### config.mk
export PLATFORM = sky130hd
export DESIGN_NAME = sec_ded_param_bank
export DESIGN_NICKNAME = d
export VERILOG_FILES = /design/src/rtl/psb_pkg.sv /design/src/rtl/psb_codec.sv /design/src/rtl/psb_wr_fsm.sv /design/src/rtl/psb_scrub.sv /design/src/rtl/sec_ded_param_bank.sv
export SDC_FILE = /design/constraint.sdc
export NUM_CORES = 1
export LEC_CHECK = 0
export CORE_UTILIZATION = 50
export DETAILED_ROUTE_END_ITERATION = 12
export DONT_BUFFER_PORTS = 1
export SLEW_MARGIN = 10
export SYNTH_ARGS = -nofsm -noshare
export SYNTH_HDL_FRONTEND = slang
export SYNTH_SLANG_ARGS = --single-unit
### constraint.sdc
create_clock -name clk -period 11.8 [get_ports clk]
set_clock_uncertainty 0.2 [all_clocks]
set_input_delay 0.59 -clock clk [delete_from_list [all_inputs] [get_ports clk]]
set_output_delay 0.59 -clock clk [all_outputs]
set_load 0.1 [all_outputs]
### src/rtl/psb_pkg.sv
package psb_pkg;

    localparam int DATA_W = 16;
    localparam int CHK_W  = 5;
    localparam int CW     = DATA_W + CHK_W + 1;
    localparam int BYTE_W = 8;

    typedef logic [CW-1:0]     code_t;
    typedef logic [DATA_W-1:0] data_t;
    typedef logic [CHK_W-1:0]  syn_t;

    typedef enum logic [1:0] {
        CLS_CLEAN,
        CLS_FIX,
        CLS_BAD
    } cls_t;

    function automatic logic is_chk_pos(input int p);
        return ((p & (p - 1)) == 0);
    endfunction

    function automatic syn_t syndrome(input code_t w);
        syn_t s;
        s = '0;
        for (int p = 1; p < CW; p++) begin
            if (w[p]) s = s ^ syn_t'(p);
        end
        return s;
    endfunction

    function automatic code_t encode(input data_t d);
        code_t w;
        syn_t  s;
        int    k;
        w = '0;
        k = 0;
        for (int p = 1; p < CW; p++) begin
            if (!is_chk_pos(p)) begin
                w[p] = d[k];
                k++;
            end
        end
        s = syndrome(w);
        for (int j = 0; j < CHK_W; j++) begin
            w[1 << j] = s[j];
        end
        w[0] = ^w[CW-1:1];
        return w;
    endfunction

    function automatic data_t extract(input code_t w);
        data_t d;
        int    k;
        d = '0;
        k = 0;
        for (int p = 1; p < CW; p++) begin
            if (!is_chk_pos(p)) begin
                d[k] = w[p];
                k++;
            end
        end
        return d;
    endfunction

endpackage

### src/rtl/psb_codec.sv
module psb_codec
    import psb_pkg::*;
(
    input  code_t word_i,
    output cls_t  cls_o,
    output code_t fixed_o
);

    syn_t syn;
    logic par;

    always_comb begin
        syn     = syndrome(word_i);
        par     = ^word_i;
        fixed_o = word_i;
        cls_o   = CLS_CLEAN;
        if (par) begin
            if (int'(syn) < CW) begin
                fixed_o = word_i ^ (code_t'(1) << syn);
                cls_o   = CLS_FIX;
            end else begin
                cls_o   = CLS_BAD;
            end
        end else if (syn != '0) begin
            cls_o = CLS_BAD;
        end
    end

endmodule

### src/rtl/psb_wr_fsm.sv
module psb_wr_fsm
    import psb_pkg::*;
#(
    parameter int NUM_REGS = 12,
    parameter int IDX_W    = 4,
    parameter int ADDR_W   = IDX_W + 1
) (
    input  logic              clk,
    input  logic              rst_n,
    input  logic              we_i,
    input  logic [ADDR_W-1:0] addr_i,
    input  logic [BYTE_W-1:0] byte_i,
    input  logic [BYTE_W-1:0] lo_i [NUM_REGS],
    output logic              valid_o,
    output logic [IDX_W-1:0]  reg_o,
    output logic              commit_o,
    output data_t             commit_data_o
);

    localparam int SLOTS = 2 * NUM_REGS;

    typedef enum logic {
        WF_IDLE,
        WF_LOW_HELD
    } wf_t;

    wf_t               state_q, state_d;
    logic [BYTE_W-1:0] lo_q;
    logic [IDX_W-1:0]  lo_idx_q;
    logic              is_hi;
    logic [BYTE_W-1:0] stored_lo;
    logic [BYTE_W-1:0] lo_sel;

    assign valid_o = we_i && ({1'b0, addr_i} < (ADDR_W+1)'(SLOTS));
    assign reg_o   = addr_i[ADDR_W-1:1];
    assign is_hi   = addr_i[0];

    always_comb begin
        state_d = state_q;
        unique case (state_q)
            WF_IDLE: begin
                if (valid_o && !is_hi) state_d = WF_LOW_HELD;
            end
            WF_LOW_HELD: begin
                if (valid_o && is_hi) state_d = WF_IDLE;
            end
            default: state_d = WF_IDLE;
        endcase
    end

    always_ff @(posedge clk or negedge rst_n) begin
        if (!rst_n) begin
            state_q  <= WF_IDLE;
            lo_q     <= '0;
            lo_idx_q <= '0;
        end else begin
            state_q <= state_d;
            if (valid_o && !is_hi) begin
                lo_q     <= byte_i;
                lo_idx_q <= reg_o;
            end
        end
    end

    always_comb begin
        stored_lo = '0;
        if (int'(reg_o) < NUM_REGS) stored_lo = lo_i[reg_o];
        lo_sel = ((state_q == WF_LOW_HELD) && (lo_idx_q == reg_o)) ? lo_q : stored_lo;
        commit_o      = valid_o && is_hi;
        commit_data_o = {byte_i, lo_sel};
    end

endmodule

### src/rtl/psb_scrub.sv
module psb_scrub
    import psb_pkg::*;
#(
    parameter int NUM_REGS = 12,
    parameter int IDX_W    = 4
) (
    input  logic             clk,
    input  logic             rst_n,
    input  logic             pause_i,
    input  cls_t             cls_i,
    input  logic             clear_i,
    output logic [IDX_W-1:0] idx_o,
    output logic             wb_o,
    output logic             any_o,
    output logic             fixed_o,
    output logic             fatal_o
);

    localparam logic [IDX_W-1:0] LAST = IDX_W'(NUM_REGS - 1);

    logic [IDX_W-1:0] idx_q;
    logic             ev_fix, ev_bad;
    logic             any_q, fixed_q, fatal_q;

    assign ev_fix = !pause_i && (cls_i == CLS_FIX);
    assign ev_bad = !pause_i && (cls_i == CLS_BAD);
    assign wb_o   = ev_fix;

    always_ff @(posedge clk or negedge rst_n) begin
        if (!rst_n) begin
            idx_q   <= '0;
            any_q   <= 1'b0;
            fixed_q <= 1'b0;
            fatal_q <= 1'b0;
        end else begin
            if (!pause_i) idx_q <= (idx_q == LAST) ? '0 : idx_q + 1'b1;
            fixed_q <= ev_fix | (fixed_q & ~clear_i);
            fatal_q <= ev_bad | (fatal_q & ~clear_i);
            any_q   <= ev_fix | ev_bad | (any_q & ~clear_i);
        end
    end

    assign idx_o   = idx_q;
    assign any_o   = any_q;
    assign fixed_o = fixed_q;
    assign fatal_o = fatal_q;

    assert_scan_step_R6: assert property (@(posedge clk) disable iff (!rst_n)
        !pause_i |=> idx_q == (($past(idx_q) == LAST) ? '0 : $past(idx_q) + 1'b1));

    assert_scan_range_R6: assert property (@(posedge clk) disable iff (!rst_n)
        int'(idx_q) < NUM_REGS);

    assert_pause_hold_R7: assert property (@(posedge clk) disable iff (!rst_n)
        pause_i |=> $stable(idx_q));

    assert_fixed_sticky_R8: assert property (@(posedge clk) disable iff (!rst_n)
        fixed_q && !clear_i |=> fixed_q);

    assert_fatal_sticky_R8: assert property (@(posedge clk) disable iff (!rst_n)
        fatal_q && !clear_i |=> fatal_q);

    assert_summary_or_R8: assert property (@(posedge clk) disable iff (!rst_n)
        any_q == (fixed_q || fatal_q));

endmodule

### src/rtl/sec_ded_param_bank.sv
module sec_ded_param_bank
    import psb_pkg::*;
#(
    parameter int NUM_REGS = 12,
    parameter int IDX_W    = $clog2(NUM_REGS),
    parameter int ADDR_W   = IDX_W + 1
) (
    input  logic                       clk,
    input  logic                       rst_n,
    input  logic                       cfg_we,
    input  logic [ADDR_W-1:0]          cfg_addr,
    input  logic [BYTE_W-1:0]          cfg_byte,
    input  logic                       flag_clear,
    input  logic                       seu_en,
    input  logic [IDX_W-1:0]           seu_reg,
    input  logic [CW-1:0]              seu_mask,
    output logic [NUM_REGS*DATA_W-1:0] param_data,
    output logic [IDX_W-1:0]           scan_idx,
    output logic                       flag_any,
    output logic                       flag_fixed,
    output logic                       flag_fatal
);

    code_t             mem_q [NUM_REGS];
    code_t             mem_d [NUM_REGS];
    logic [BYTE_W-1:0] lo_bytes [NUM_REGS];

    logic             wr_valid;
    logic [IDX_W-1:0] wr_reg;
    logic             commit;
    data_t            commit_data;
    code_t            commit_word;
    logic             pause;
    logic             wb;
    cls_t             scrub_cls;
    code_t            scrub_word;
    code_t            scrub_fixed;

    psb_wr_fsm #(
        .NUM_REGS (NUM_REGS),
        .IDX_W    (IDX_W),
        .ADDR_W   (ADDR_W)
    ) u_wr (
        .clk           (clk),
        .rst_n         (rst_n),
        .we_i          (cfg_we),
        .addr_i        (cfg_addr),
        .byte_i        (cfg_byte),
        .lo_i          (lo_bytes),
        .valid_o       (wr_valid),
        .reg_o         (wr_reg),
        .commit_o      (commit),
        .commit_data_o (commit_data)
    );

    assign commit_word = encode(commit_data);
    assign pause       = wr_valid && (wr_reg == scan_idx);
    assign scrub_word  = mem_q[scan_idx];

    psb_codec u_codec (
        .word_i  (scrub_word),
        .cls_o   (scrub_cls),
        .fixed_o (scrub_fixed)
    );

    psb_scrub #(
        .NUM_REGS (NUM_REGS),
        .IDX_W    (IDX_W)
    ) u_scrub (
        .clk     (clk),
        .rst_n   (rst_n),
        .pause_i (pause),
        .cls_i   (scrub_cls),
        .clear_i (flag_clear),
        .idx_o   (scan_idx),
        .wb_o    (wb),
        .any_o   (flag_any),
        .fixed_o (flag_fixed),
        .fatal_o (flag_fatal)
    );

    for (genvar g = 0; g < NUM_REGS; g++) begin : g_entry
        always_comb begin
            mem_d[g] = mem_q[g];
            if (commit && (wr_reg == IDX_W'(g))) begin
                mem_d[g] = commit_word;
            end else if (wb && (scan_idx == IDX_W'(g))) begin
                mem_d[g] = scrub_fixed;
            end
            if (seu_en && (seu_reg == IDX_W'(g))) begin
                mem_d[g] = mem_d[g] ^ seu_mask;
            end
        end

        always_ff @(posedge clk or negedge rst_n) begin
            if (!rst_n) mem_q[g] <= '0;
            else        mem_q[g] <= mem_d[g];
        end

        assign param_data[g*DATA_W +: DATA_W] = extract(mem_q[g]);
        assign lo_bytes[g] = param_data[g*DATA_W +: BYTE_W];
    end

    assert_fix_valid_R4: assert property (@(posedge clk) disable iff (!rst_n)
        scrub_cls == CLS_FIX |-> (syndrome(scrub_fixed) == '0) && !(^scrub_fixed));

    assert_bad_untouched_R5: assert property (@(posedge clk) disable iff (!rst_n)
        (scrub_cls == CLS_BAD) && !pause && !(seu_en && (seu_reg == scan_idx))
        |=> mem_q[$past(scan_idx)] == $past(scrub_word));

endmodule

; ---- Yosys cells after proc, flatten, opt, wreduce, memory -nomap -nowiden
; Cells that the tools add are included.
[word_totals]
ff_bits = 284
in_bits = 44
output_inout_bits = 199
[classes]
addsub = 1
n_lt_le_gt_ge = 5
n_eq_ne = 37
shifts = 1
mux = 90
bitwise_logic = 59
reduce_logical = 51
[ops]
columns = cell, n
row1 = 22-bit 2-to-1 mux, 40
row2 = 22-bit bitwise XOR, 13
row3 = 22-bit binary-select mux with 4-bit select, 1
row4 = 4-bit 2-to-1 mux, 16
row5 = 5-bit 2-to-1 mux, 11
row6 = "4-bit by 3-bit == test with 1-bit output, second input constant", 12
row7 = "4-bit == test, second input constant", 12
row8 = 1-bit logical AND, 43
row9 = 3-bit inverter, 12
row10 = 8-bit binary-select mux with 4-bit select, 1
row11 = 8-bit 2-to-1 mux, 4
row12 = 2-bit inverter, 14
row13 = "4-bit by 2-bit == test with 1-bit output, second input constant", 6
row14 = 22-bit parity, 1
row15 = "1-bit by 5-bit left shift with 22-bit output, first input constant", 1
row16 = 3-bit 2-to-1 mux, 7
row17 = 21-bit parity, 1
row18 = "4-bit by 1-bit == test with 1-bit output, second input constant", 3
row19 = 4-bit zero test, 3
row20 = 2-bit 2-to-1 mux, 6
row21 = "5-bit greater-or-equal comparator, second input constant", 2
row22 = "5-bit less-than comparator, second input constant", 2
row23 = 4-bit inverter with 5-bit output, 2
row24 = 4-bit == test, 2
row25 = 14 further kinds, 29

; ---- Longest topological paths before layout
[depth]
ltp_word = 51
mapped_depth = 19
ltp_nobuf = 12

; ---- Hierarchy
; Synthesis repeated with hierarchy kept, for this count alone.
[hier_totals]
cells_unflattened = 2466
hier_area_um2 = 22641.7
[by_module_without_submodules]
columns = module, instances, cells_each, area_each_um2, seq_area_each_um2
row1 = sec_ded_param_bank, 1, 2196, 19686.4, 6606.3
row2 = psb_wr_fsm, 1, 136, 1616.6, 325.3
row3 = psb_codec, 1, 101, 993.5, 0.0
row4 = psb_scrub, 1, 33, 345.3, 175.2

; ---- Worst setup path before layout
; OpenSTA, ideal clock, no wires.
[synth_path]
path_type = register to register
startpoint = register u_scrub.idx_q[0] (netlist: u_scrub.idx_o[0])
endpoint = register with a tool-made name
setup_time_ns = 0.123
arrival_ns = 4.994
required_time_ns = 11.477
setup_slack_ns = 6.483
path_stages_with_launch = 17
path_buffers = 4
cell_sequence = dfrtp_1 -> buf_6 -> buf_6 -> buf_8 -> buf_8 -> mux4_2 -> a22oi_1 -> nand2_1 -> xnor2_1 -> xnor3_1 -> xnor2_1 -> or4_1 -> nor2_1 -> xnor2_1 -> o22ai_1 -> or3b_1 -> o221a_2
[synth_lines]
columns = item, line_no
row1 = "start, declared", psb_scrub.sv:21  ; logic [IDX_W-1:0] idx_q;
row2 = "start signal, assigned", psb_scrub.sv:36  ; if (!pause_i) idx_q <= (idx_q == LAST) ? '0 : idx_q + 1'b1;

==> reports/qor.yml <==
logic_synthesis:
  synthTopCellsByArea: "dfrtp_1 (28%), mux4_2 (8.0%), nand2_1 (6.4%)"
  yosysTopAreaCell: "dfrtp_1"
  synth_top_area_frac: 0.2794
  synth_edf_count: 0
  ys_types: 72
  yosysWarnings: 0
  synth-seq-cells: 284
  async_reset_ff_frac: 1.000
  syn_area_mm2: 0.02544
  syn_area_per_cell_um2: 8.726
  synthesis.instances: 2915
  ys.flop_type: "dfrtp_1"
  yosysSeqAreaShare: 0.2794
  syn-num-nets: 2963
critical_path:
  reg2reg_slack_ns: 4.32
  critical_path_class: "flop to flop"
  crit_arrival_ns: 7.73
  crit_path_start_kind: "flop"
  cp_max_fo: 29
  r2r-start: "u_scrub.idx_o[0]$_DFFE_PN0N_"
  ff2ff_path_depth: 15
  cp-end-kind: "flop"
  crit_required_ns: 12.05
floorplanning:
  ioPinCount: 243
  coreArea_mm2: 0.05017
  die_x_um: 227.5
  fp.dieH_um: 227.5
  die-area_mm2: 0.05178
  rows: 82
  initial_utilization: 0.5070
worst_hold_path:
  holdPathStages: 2
  hp-class: "input pin to flop"
  hold_start: "seu_mask[18]"
clock_network:
  cts-root-buf: "clkbuf_16"
  cts_made_buffers: 38
  cts_max_level: 2
  cts.sinks: 284
  cts-resized-gates: 0
  path_clk_slew_ns: 0.06
  cts_setup_buffers: 0
  clk_path_buf_depth: 3
  cts_tree: "built"
  clk_latency_ns: 0.58
global_route:
  grt_usage: 0.4220
  grt.overflow.total: 0
  grt_pass1_wl_um: 158400
  antenna_found_initial: 9
  grt_pass1_vias: 22610
  grt_max_degree: 285
sta:
  max_slew_margin: 0.1020
  finalSetupTns_ns: 0
  finalHoldViolations: 0
  finalCriticalPeriod_ns: 7.483
  tightest_slew_ns: 1.340
  setup_violations: 0
  setup_slack_ns: 4.317
  rsz0062_at_grt: "false"
  fmax_ghz: 0.1336
  drv_slew: 0
  period_share: 0.6342
final_layout:
  finalNetCount: 2672
  layout_commonest_cell: "nand2_1"
  area_growth_pct: 3.094
  drive_gt1_frac: 0.1540
  fin_cells: 3323
  final_cell_mix: "nand2_1 (433), dfrtp_1 (282), a21oi_1 (179)"
  finish.utilization: 0.5227
run:
  drv_cap: 0
route:
  postRouteAntennaNets: 0
  dr.pass1.iters: 6
  dr_total_vias: 24390
  drtIter0Drc: 3568
  wirelength_um: 109800
  drc_errors: 0
  via_per_inst: 7.339
  wl_per_cell_um: 33.05
status:
  status: "finished, final reports clean"
place:
  post-place-ws_ns: 4.386
  port_buffers: 0
  dp.cells: 3219
  place_hpwl_um: 73170
  routabilityCongestion: 0.9622
-- per-stage QoR --
| step | hold slack, ns | instance area, um^2 |
|---|---|---|
| global route | 0.01539 | 26220 |
| detailed placement | 0.1052 | 24520 |
| finish | 0.008713 | 26220 |
| global placement | 0.1052 | 24520 |
| floorplan | 0.09441 | 25440 |
| CTS | 0.001247 | 26180 |
-- layer usage --
| layer | share of wire | GRT usage | wire [um] | vias up |
|---|---|---|---|---|
| li1 | - | - | - | 10020 |
| met1 | 0.37 | 0.5548 | 40760 | 12000 |
| met2 | 0.43 | 0.6332 | 47710 | 1960 |
| met3 | 0.14 | 0.1274 | 15570 | 394 |
| met4 | 0.052 | 0.1992 | 5735 | 8 |
| met5 | 0.00045 | 0 | 49 | - |
-- worst max-delay path by stage --
stage	from	endpoint	slack, ns	cells past startpoint
6_report	u_scrub.idx_o[0]$_DFFE_PN0N_	flop	4.32	15
5_1_grt	u_scrub.idx_o[0]$_DFFE_PN0N_	flop	4.02	15
4_1_cts	u_scrub.idx_o[0]$_DFFE_PN0N_	flop	4.39	15
3_5_place_dp	u_scrub.idx_o[0]$_DFFE_PN0N_	flop	4.39	15
3_3_place_gp	u_scrub.idx_o[0]$_DFFE_PN0N_	flop	4.55	16
2_1_floorplan	u_scrub.idx_o[0]$_DFFE_PN0N_	flop	6.48	16
-- synth_stat cells, types with 16 or more instances --
library cell  instances
clkbuf_1            188
nand2_1             433
nand3b_1             35
a21boi_0             53
a311oi_1             27
o22ai_1              50
a22o_1               68
buf_2                48
o221a_1              18
nor3_1              134
nand3_1              50
xnor2_1             142
dfrtp_1             284
or3b_1               16
inv_1                23
o221a_2              60
a22oi_1              78
a21oi_1             179
a31oi_1              27
xor2_1               41
o21ai_0              84
nand4_1              59
mux4_2               90
nor2_1              126
buf_4               199
mux2i_1             143
o21a_1               50
a221o_1              25
-- worst max-delay path, stage by stage (launching register included) --
cell,delay (ns)
dfrtp_4,1.05
buf_4,0.65
buf_4,0.49
mux4_2,0.55
a22oi_1,0.15
nand2_1,0.15
xor2_1,0.37
xor2_1,0.31
xnor3_1,0.59
o2111ai_2,0.29
a31oi_4,0.10
buf_4,0.30
a31oi_2,0.99
nand2b_1,0.63
o21a_1,0.27
o221a_2,0.24
-- layout make-up --
| cell class | instances | area [um^2] |
|---|---|---|
| multi-input combinational | 2154 | 15850 |
| fill | 4535 | 23950 |
| antenna | 2 | 5.005 |
| clock inverter | 12 | 168.9 |
| clock buffer | 53 | 1119 |
| sequential | 284 | 7114 |
| timing repair buffer | 121 | 1036 |
| inverter | 25 | 93.84 |
| tap | 672 | 840.8 |
-- repair_timing --
action,4_1_cts,5_1_grt
hold buffers,35,1
endpoints found under the setup margin,0,0
endpoints found under the hold margin,400,131
-- kinds of logic after synthesis --
| group | Yosys count | synth area share |
|---|---|---|
| buf+inv | 477 | 0.1048 |
| flops | 284 | 0.2794 |
| simple gates | 931 | 0.1738 |
| mux | 248 | 0.1426 |
| fa+ha+maj | 4 | 0.001968 |
| compound gates | 773 | 0.2228 |
| xor+xnor | 198 | 0.07462 |
Power is not shown: default switching activity piles up to over one toggle a cycle in this logic, so the estimate is an artifact.
